[config.mk]
export PLATFORM = sky130hd
export DESIGN_NAME = ilv_matrix_pingpong
export DESIGN_NICKNAME = d
export VERILOG_FILES = /design/src/rtl/ilv_pkg.sv /design/src/rtl/ilv_scan.sv /design/src/rtl/ilv_bank.sv /design/src/rtl/ilv_matrix_pingpong.sv
export SDC_FILE = /design/constraint.sdc
export NUM_CORES = 1
export LEC_CHECK = 0
export CAP_MARGIN = 20
export CELL_PAD_IN_SITES_DETAIL_PLACEMENT = 1
export CELL_PAD_IN_SITES_GLOBAL_PLACEMENT = 2
export CORE_ASPECT_RATIO = 2
export CORE_MARGIN = 2
export CORE_UTILIZATION = 40
export DETAILED_ROUTE_END_ITERATION = 8
export PLACE_DENSITY_LB_ADDON = 0.08
export SLEW_MARGIN = 15
export SYNTH_ARGS = -nofsm -noshare
export SYNTH_HDL_FRONTEND = slang
export SYNTH_SLANG_ARGS = --single-unit
[constraint.sdc]
create_clock -name clk -period 3.3 [get_ports clk]
set_input_delay 0.495 -clock clk [delete_from_list [all_inputs] [get_ports clk]]
set_output_delay 0.495 -clock clk [all_outputs]
set_load 0.02 [all_outputs]
[src/rtl/ilv_pkg.sv]
package ilv_pkg;

   typedef enum logic {
      SEL_PING = 1'b0,
      SEL_PONG = 1'b1
   } bank_sel_e;

   localparam int NUM_BANKS = 2;

   function automatic bank_sel_e other_bank(input bank_sel_e s);
      return (s == SEL_PING) ? SEL_PONG : SEL_PING;
   endfunction

endpackage

[src/rtl/ilv_scan.sv]
module ilv_scan
   import ilv_pkg::*;
#(
   parameter int ROWS      = 10,
   parameter int COLS      = 5,
   parameter bit ROW_MAJOR = 1'b1,
   localparam int DEPTH    = ROWS * COLS,
   localparam int AW       = $clog2(DEPTH)
) (
   input  logic          clk,
   input  logic          rst_n,
   input  logic          adv,
   output logic [AW-1:0] addr,
   output logic          last,
   output bank_sel_e     sel
);

   localparam int INNER_N = ROW_MAJOR ? COLS : ROWS;
   localparam int OUTER_N = ROW_MAJOR ? ROWS : COLS;
   localparam int IW      = $clog2(INNER_N);
   localparam int OW      = $clog2(OUTER_N);

   if (ROWS < 2 || COLS < 2) begin : g_bad_shape
      $error("ilv_scan: matrix needs at least 2 rows and 2 columns");
   end

   logic [IW-1:0] inner_q;
   logic [OW-1:0] outer_q;
   bank_sel_e     sel_q;
   logic          inner_wrap;
   logic          outer_wrap;

   assign inner_wrap = (inner_q == IW'(INNER_N - 1));
   assign outer_wrap = (outer_q == OW'(OUTER_N - 1));
   assign last       = inner_wrap && outer_wrap;
   assign sel        = sel_q;

   always_ff @(posedge clk or negedge rst_n) begin
      if (!rst_n) begin
         inner_q <= '0;
         outer_q <= '0;
         sel_q   <= SEL_PING;
      end else if (adv) begin
         if (inner_wrap) begin
            inner_q <= '0;
            if (outer_wrap) begin
               outer_q <= '0;
               sel_q   <= other_bank(sel_q);
            end else begin
               outer_q <= outer_q + 1'b1;
            end
         end else begin
            inner_q <= inner_q + 1'b1;
         end
      end
   end

   if (ROW_MAJOR) begin : g_row_major
      assign addr = AW'(outer_q) * AW'(COLS) + AW'(inner_q);
   end else begin : g_col_major
      assign addr = AW'(inner_q) * AW'(COLS) + AW'(outer_q);
   end

endmodule

[src/rtl/ilv_bank.sv]
module ilv_bank #(
   parameter int DEPTH = 50,
   parameter int SYM_W = 3,
   localparam int AW   = $clog2(DEPTH)
) (
   input  logic             clk,
   input  logic             rst_n,
   input  logic             wr_en,
   input  logic [AW-1:0]    wr_addr,
   input  logic [SYM_W-1:0] wr_data,
   input  logic             wr_last,
   input  logic             rd_en,
   input  logic [AW-1:0]    rd_addr,
   input  logic             rd_last,
   output logic [SYM_W-1:0] rd_data,
   output logic             full
);

   logic [SYM_W-1:0] cell_q [DEPTH];
   logic             full_q;

   always_ff @(posedge clk or negedge rst_n) begin
      if (!rst_n) begin
         for (int i = 0; i < DEPTH; i++) begin
            cell_q[i] <= '0;
         end
      end else if (wr_en) begin
         cell_q[wr_addr] <= wr_data;
      end
   end

   always_ff @(posedge clk or negedge rst_n) begin
      if (!rst_n) begin
         full_q <= 1'b0;
      end else if (wr_en && wr_last) begin
         full_q <= 1'b1;
      end else if (rd_en && rd_last) begin
         full_q <= 1'b0;
      end
   end

   assign rd_data = cell_q[rd_addr];
   assign full    = full_q;

endmodule

[src/rtl/ilv_matrix_pingpong.sv]
module ilv_matrix_pingpong
   import ilv_pkg::*;
#(
   parameter int ROWS  = 10,
   parameter int COLS  = 5,
   parameter int SYM_W = 3,
   localparam int DEPTH = ROWS * COLS,
   localparam int AW    = $clog2(DEPTH)
) (
   input  logic             clk,
   input  logic             rst_n,
   input  logic             in_valid,
   input  logic [SYM_W-1:0] in_sym,
   output logic             out_valid,
   output logic [SYM_W-1:0] out_sym
);

   if (SYM_W < 1) begin : g_bad_width
      $error("ilv_matrix_pingpong: symbol width must be positive");
   end

   logic [NUM_BANKS-1:0] buf_full;
   logic [SYM_W-1:0]     bank_rd [NUM_BANKS];
   logic [AW-1:0]        wr_addr;
   logic [AW-1:0]        rd_addr;
   logic                 wr_last;
   logic                 rd_last;
   bank_sel_e            wr_sel;
   bank_sel_e            rd_sel;
   logic                 wr_fire;
   logic                 rd_fire;

   assign wr_fire = in_valid && !buf_full[wr_sel];
   assign rd_fire = buf_full[rd_sel];

   ilv_scan #(
      .ROWS      (ROWS),
      .COLS      (COLS),
      .ROW_MAJOR (1'b1)
   ) u_wr_scan (
      .clk   (clk),
      .rst_n (rst_n),
      .adv   (wr_fire),
      .addr  (wr_addr),
      .last  (wr_last),
      .sel   (wr_sel)
   );

   ilv_scan #(
      .ROWS      (ROWS),
      .COLS      (COLS),
      .ROW_MAJOR (1'b0)
   ) u_rd_scan (
      .clk   (clk),
      .rst_n (rst_n),
      .adv   (rd_fire),
      .addr  (rd_addr),
      .last  (rd_last),
      .sel   (rd_sel)
   );

   for (genvar b = 0; b < NUM_BANKS; b++) begin : g_bank
      localparam bank_sel_e ME = (b == 0) ? SEL_PING : SEL_PONG;

      ilv_bank #(
         .DEPTH (DEPTH),
         .SYM_W (SYM_W)
      ) u_bank (
         .clk     (clk),
         .rst_n   (rst_n),
         .wr_en   (wr_fire && (wr_sel == ME)),
         .wr_addr (wr_addr),
         .wr_data (in_sym),
         .wr_last (wr_last),
         .rd_en   (rd_fire && (rd_sel == ME)),
         .rd_addr (rd_addr),
         .rd_last (rd_last),
         .rd_data (bank_rd[b]),
         .full    (buf_full[b])
      );
   end

   assign out_valid = rd_fire;
   assign out_sym   = rd_fire ? bank_rd[rd_sel] : '0;

endmodule


==> flow_metrics.env, run 1 <==
export IMPL_status="finished with violations"
export IMPL_violations="setup timing"
export IMPL_start_kind="flop"
export IMPL_clock_sinks=318
export IMPL_hp_class="primary input to asynchronous set/reset pin"
export IMPL_netlist_area_sq_um=15840
export IMPL_yosysTopAreaCellShare_pct=50.23
export IMPL_final_period_utilization_pct=130.2
export IMPL_vias_per_cell=5.437
export IMPL_arrival_ns=3.80
export IMPL_grt_max_degree=101
export IMPL_routed_via_count=9972
export IMPL_yosysMostFrequentCell="dfrtp_1"
export IMPL_synth_nets=1160
export IMPL_synth_edff_count=0
export IMPL_hold_violations=0
export IMPL_p_seq_share_pct=49.6
export IMPL_antenna_cells=0
export IMPL_clkLatencyLatePin_ns=0.61
export IMPL_drive_gt1_share_pct=53.48
export IMPL_power_share_clock_pct=48.3
export IMPL_clockRootBuffer="clkbuf_16"
export IMPL_finalMaxSlewViolations=0
export IMPL_core_area_sq_um=39310
export IMPL_critPathSlowestCell="mux4_2"
export IMPL_grt_ovfl_total=0
export IMPL_die_x_um=144.7
export IMPL_yosys_area_top_type="dfrtp_1"
export IMPL_p_sw_mw=1.750
export IMPL_drt_iter0_drc=317
export IMPL_cp_required_ns=2.80
export IMPL_p_leak_nw=9.126
export IMPL_drt_total_wl_um=45820
export IMPL_clk_path_buf_depth=3
export IMPL_drc=0
export IMPL_synthToLayoutAreaGrowth_pct=23.11
export IMPL_max_cap_violations=0
export IMPL_dieArea_sq_um=41310
export IMPL_finalCriticalPeriod_ns=4.296
export IMPL_io_buffers=9
export IMPL_gp_congestion=0.8368
export IMPL_switching_share_pct=22.26
export IMPL_cp_end_kind="primary output"
export IMPL_ys_ff_latch=318
export IMPL_max_freq_mhz=232.8
export IMPL_rr_worst_depth=13
export IMPL_timing_rr_start="u_wr_scan.outer_q[0]$_DFFE_PN0P_"
export IMPL_crit_chain="buf_6 -> ha_4 -> ha_4 -> fa_2 -> xor2_4 -> buf_6 -> mux4_2 -> mux4_2 -> o211ai_1 -> a311oi_2 -> buf_4"
export IMPL_ioPinCount=10
export IMPL_cp_slowest_stage_delay_ns=0.47
export IMPL_numCtsBuffers=31
export IMPL_timing_rr_end="g_bank[0].u_bank.cell_q[109]$_DFFE_PN0P_"
export IMPL_rrSetupSlack_ns=0.10
export IMPL_syn_inst=1126
export IMPL_cp_max_fo=5
export IMPL_grt_util_all_layers_pct=23.17
export IMPL_synthFlopType="dfrtp_1"
export IMPL_ant_nets=0
export IMPL_ir_drop_mv=0.3904
export IMPL_pwr_density_cell_nw_per_um2=403.0
export IMPL_clock_skew_ns=0.01935
export IMPL_wl_per_cell_um=24.98
export IMPL_start_util_pct=40.31
export IMPL_setup_viol=3
export IMPL_critPathKind="flop to primary output"
export IMPL_htree_levels=1
export IMPL_placementRows=103
export IMPL_hpwl_um=33340
export IMPL_grt_pass1_wl_um=70970
export IMPL_tightest_slew_ns=0.7830
export IMPL_antenna_found_initial=0
export IMPL_yosys_warnings=0
export IMPL_syn_avg_cell_area_sq_um=14.07
export IMPL_power_mw=7.860
export IMPL_die_y_um=285.5
export IMPL_relSlewSlack_pct=47.80
export IMPL_firstDrtPassIters=4
export IMPL_rsz0062_at_grt="yes"
export IMPL_nets=1318
export IMPL_clk_pin_slew_ns=0.07
export IMPL_ys_seq_area_share_pct=50.23
export IMPL_async_reset_ff_share_pct=100.0
export IMPL_p_comb_share_pct=2.1
export IMPL_cts_tree="built"
export IMPL_grt_pass1_vias=11440
export IMPL_yosysUniqueCellTypes=60
export IMPL_dp_slack_ns=-1.075
export IMPL_fin_ws_ns=-0.9962
export IMPL_synth_common_cells="dfrtp_1 (318), mux2_2 (285), mux4_2 (73)"
export IMPL_power_internal_mw=6.110
export IMPL_synthTopCellsByArea="dfrtp_1 (50%), mux2_2 (20%), mux4_2 (10%)"
registers in the layout, summed over array words and instances, names as in the netlist:
register,cells
g_bank.u_bank.cell_q,300
u_rd_scan.inner_q,4
u_wr_scan.outer_q,4
u_rd_scan.outer_q,3
u_wr_scan.inner_q,3
g_bank.u_bank.full,2
u_rd_scan.sel,1
u_wr_scan.sel,1
layer usage:
| metal | part of all wire, % | vias to the layer above | global-route usage, % |
|---|---|---|---|
| li1 | - | 4448 | - |
| met4 | 5.7 | 0 | 11.89 |
| met1 | 36 | 5290 | 24.91 |
| met3 | 2.6 | 94 | 2.779 |
| met2 | 56 | 140 | 43.48 |
| met5 | 0 | - | 0 |
cell families (layout without fill, tap and decap cells):
family	Yosys count	in the layout	share of synthesized area [%]
multiplexers	402	402	33.67
flip-flops	318	318	50.23
AND/OR/NAND/NOR	227	227	7.676
buffers and inverters	79	261	2.606
AO/OA/AOI/OAI	57	57	2.527
adder cells (fa/ha/maj)	28	28	2.306
XOR/XNOR	15	16	0.9951
power by group through the flow:
stage	clock network [mW]	logic [mW]	registers, mW
floorplan	0	0.0450	3.97
detailed placement	0	0.171	3.97
global route	4.06	0.187	3.89
global placement	0	0.168	3.97
finish	3.80	0.164	3.90
CTS	3.92	0.173	3.90
stage by stage:
step,util (%),instance area [sq um],setup TNS [ns],hold slack [ns],cells
after global placement,45.37,17830,-16.92,0.4662,1753
final,49.62,19510,-2.951,0.4637,1834
after global routing,49.62,19510,-3.210,0.5083,1834
after CTS,49.01,19270,-3.012,0.4970,1830
after floorplan,-,16000,-0.1268,0.1994,1126
after detailed placement,45.37,17830,-20.83,0.4823,1753
how the worst max path moves through the flow:
stage / from / endpoint / slack, ns / cells after the start
2_1_floorplan: u_rd_scan.inner_q[2]$_DFFE_PN0P_ / out_sym[0] / -0.06 / 10
3_3_place_gp: u_rd_scan.outer_q[1]$_DFFE_PN0P_ / out_sym[0] / -1.01 / 11
3_5_place_dp: u_rd_scan.outer_q[1]$_DFFE_PN0P_ / out_sym[0] / -1.08 / 11
4_1_cts: u_rd_scan.inner_q[2]$_DFFE_PN0P_ / out_sym[0] / -1.02 / 11
5_1_grt: u_rd_scan.inner_q[0]$_DFFE_PN0P_ / out_sym[2] / -1.08 / 11
6_report: u_rd_scan.inner_q[0]$_DFFE_PN0P_ / out_sym[2] / -1.0 / 11
cell type report:
cell class / instances / area (sq um)
Clock inverter: 15 / 201.4
Fill cell: 3912 / 19800
Sequential cell: 318 / 7960
Timing Repair Buffer: 194 / 1824
Clock buffer: 43 / 880.8
Tap cell: 525 / 656.9
Multi-Input combinational cell: 730 / 7948
Inverter: 9 / 33.78
placed cells by master, fill, tap and decap left out, drive strengths merged, types with 4 or more instances in the layout:
cell type / n
and2: 5
clkbuf: 44
nor2b: 4
mux4: 74
a21oi: 12
and3: 4
nor3b: 4
a2111oi: 4
a311oi: 4
inv: 11
bufinv: 4
nand4: 6
ha: 26
o21ai: 11
dfrtp: 318
nor3: 7
nor4: 7
buf: 190
nand3: 26
nor2: 81
mux2: 304
nand2: 70
clkinv: 7
a31oi: 4
xor2: 9
mux2i: 24
xnor2: 7
critical path, delay by kind of cell (launching register included):
family / cells / cell delay (ns)
compound gates: 2 / 0.37
fa+ha+maj: 3 / 0.76
mux: 2 / 0.77
xor+xnor: 1 / 0.36
buf+inv: 3 / 0.51
flops: 1 / 0.42
what timing repair did:
item / in CTS / in global routing
hold buffers: 1 / 0
cloned: 1 / 0
pin swaps: 17 / 21
resized for setup: 60 / 44
setup endpoints to repair: 200 / 188
buffers inserted: 17 / 7
hold endpoints to repair: 74 / 0
No activity file was read; power rests on OpenSTA's default activity.
==> run 2, diff against run 1 <==
Settings changed: MAX_ROUTING_LAYER from default to met4, SLEW_MARGIN 15 to default.
==> run 2 against run 1 <==
  * The run still ends with setup timing left
  * First-iteration DRC count is 6.0% lower
  * Worst hold slack worse by 0.00079 ns
  * Final area barely moved
  * Sequential cell count unchanged
  * Core utilization hardly changed
  * Final cell count is the same
  * Total power about the same
  * Sequential power barely moved
  * Maximum frequency shrank 0.18%
  * Global-route usage is 0.69 points higher
  * Register-to-register slack about the same
  * Critical path type unchanged
==> flow_metrics.env, run 2 (synthesis gave the netlist of run 1 again) <==
export IMPL_finalCriticalPeriod_ns=4.304
export IMPL_pwr_density_cell_nw_per_um2=402.9
export IMPL_clock_skew_ns=0.01994
export IMPL_relSlewSlack_pct=47.01
export IMPL_hold_violations=0
export IMPL_worstSetupStartpoint="u_rd_scan.inner_q[0]$_DFFE_PN0P_"
export IMPL_firstDrtPassIters=4
export IMPL_cp_end_kind="primary output"
export IMPL_final_cell_mix="dfrtp_1 (316), mux2_2 (282), buf_4 (148)"
export IMPL_grt_pass1_wl_um=70970
export IMPL_max_freq_mhz=232.3
export IMPL_vias_per_cell=5.454
export IMPL_status="finished with violations"
export IMPL_regMostFlops="g_bank.u_bank.cell_q"
export IMPL_antenna_cells=0
export IMPL_clk_path_buf_depth=3
export IMPL_cts_tree="built"
export IMPL_grt_util_all_layers_pct=23.86
export IMPL_fillers=3914
export IMPL_routed_via_count=10000
export IMPL_cp_slowest_stage_delay_ns=0.47
export IMPL_max_cap_violations=0
export IMPL_cp_required_ns=2.80
export IMPL_power_mw=7.856
export IMPL_die_x_um=144.7
export IMPL_drt_iter0_drc=298
export IMPL_placementRows=103
export IMPL_final_period_utilization_pct=130.4
export IMPL_hpwl_um=33340
export IMPL_antenna_found_initial=0
export IMPL_tightest_slew_ns=0.7948
export IMPL_drc=0
export IMPL_ioPinCount=10
export IMPL_violations="setup timing"
export IMPL_layout_commonest_cell="dfrtp_1"
export IMPL_ant_nets=0
export IMPL_reg_largest_list="g_bank.u_bank.cell_q x300, u_rd_scan.inner_q x4, u_wr_scan.outer_q x4"
export IMPL_numCtsBuffers=31
export IMPL_fin_ws_ns=-1.004
export IMPL_dp_slack_ns=-1.075
export IMPL_ir_drop_mv=0.3901
export IMPL_clkLatencyLatePin_ns=0.61
export IMPL_htree_levels=1
export IMPL_fin_cells=1834
export IMPL_dieArea_sq_um=41310
export IMPL_hp_class="primary input to asynchronous set/reset pin"
export IMPL_cp_max_fo=5
export IMPL_io_buffers=9
export IMPL_drt_total_wl_um=45840
export IMPL_setup_viol=3
export IMPL_largest_reg_flops=300
export IMPL_clockRootBuffer="clkbuf_16"
export IMPL_seq_area_sq_um=7960
export IMPL_fin_util_pct=49.60
export IMPL_finalMaxSlewViolations=0
export IMPL_critPathSlowestCell="mux4_2"
export IMPL_core_area_sq_um=39310
export IMPL_grt_pass1_vias=11430
export IMPL_p_leak_nw=9.122
export IMPL_nets=1318
export IMPL_multi_input_area_sq_um=7948
export IMPL_drive_gt1_share_pct=53.48
export IMPL_clk_pin_slew_ns=0.07
export IMPL_grt_max_degree=101
export IMPL_critPathKind="flop to primary output"
export IMPL_gp_congestion=0.8497
export IMPL_place_inst=1753
export IMPL_synthToLayoutAreaGrowth_pct=23.06
export IMPL_die_y_um=285.5
export IMPL_timing_rr_start="u_wr_scan.outer_q[0]$_DFFE_PN0P_"
export IMPL_start_util_pct=40.31
export IMPL_rsz0062_at_grt="yes"
export IMPL_crit_chain="buf_6 -> ha_4 -> ha_4 -> fa_2 -> xor2_4 -> buf_6 -> mux4_2 -> mux4_2 -> o211ai_1 -> a311oi_2 -> buf_4"
export IMPL_start_kind="flop"
export IMPL_arrival_ns=3.81
export IMPL_wl_per_cell_um=25.00
export IMPL_clock_sinks=318
export IMPL_grt_ovfl_total=0
==> run 2: power breakdown <==
group          leakage [nW]  internal [mW]  switching, mW
Combinational          4.18         0.0239          0.140
Sequential             4.41           3.90              0
Clock                 0.532           2.19           1.61
==> run 2: final cells by class <==
type / count / share of cell area, %
inverters: 9 / 0.1733
well taps: 525 / 3.369
multi-input cells: 730 / 40.76
flip-flops and latches: 318 / 40.83
clock inverters: 15 / 1.033
repair buffers: 194 / 9.318
clock buffers: 43 / 4.518
==> run 2: worst paths after layout <==
| check | end | slack (ns) | cells past startpoint |
|---|---|---|---|
| worst max register to register | g_bank[0].u_bank.cell_q[117]$_DFFE_PN0P_ | 0.10 | 13 |
| min in group clk | g_bank[0].u_bank.cell_q[102]$_DFFE_PN0P_ | 0.49 | 1 |
| worst min register to register | g_bank[0].u_bank.cell_q[102]$_DFFE_PN0P_ | 0.49 | 1 |
| worst max-delay path | out_sym[2] | -1.00 | 11 |
| worst min-delay path | g_bank[1].u_bank.cell_q[89]$_DFFE_PN0P_ | 0.46 | 2 |
| max in group asynchronous | u_rd_scan.inner_q[1]$_DFFE_PN0P_ | 1.88 | 3 |
==> run 2: timing repair <==
item,CTS,global route
cloned,1,0
gates resized for setup,60,42
setup buffers,17,7
endpoints found under the setup margin,200,186
pin swaps,17,20
hold buffers,1,0
endpoints found under the hold margin,74,0
==> run 2: metal layers <==
layer	track usage, %	vias up	routed length [um]
li1	-	4451	-
met3	2.779	96	1144
met2	43.55	129	25690
met5	-	-	0
met4	11.89	0	2569
met1	24.84	5327	16430
==> run 2: worst max-delay path: cells and delay by family (launching register included) <==
family	cells	cell delay [ns]
XOR/XNOR	1	0.37
AO/OA/AOI/OAI	2	0.37
adder cells (fa/ha/maj)	3	0.77
buffers and inverters	3	0.51
multiplexers	2	0.77
flip-flops	1	0.42
==> run 2: metrics by stage <==
stage | setup TNS [ns] | hold WS [ns] | area, sq um
2_1_floorplan | -0.1268 | 0.1994 | 16000
3_3_place_gp | -16.92 | 0.4662 | 17830
3_5_place_dp | -20.83 | 0.4823 | 17830
4_1_cts | -3.012 | 0.4970 | 19270
5_1_grt | -3.231 | 0.5083 | 19500
6_report | -2.958 | 0.4629 | 19500
==> run 3, diff against run 2 <==
Settings changed: GPL_ROUTABILITY_DRIVEN from default to 0.
==> results of run 3 <==
No change in the layout: final DEF, timing and power equal those of run 2.
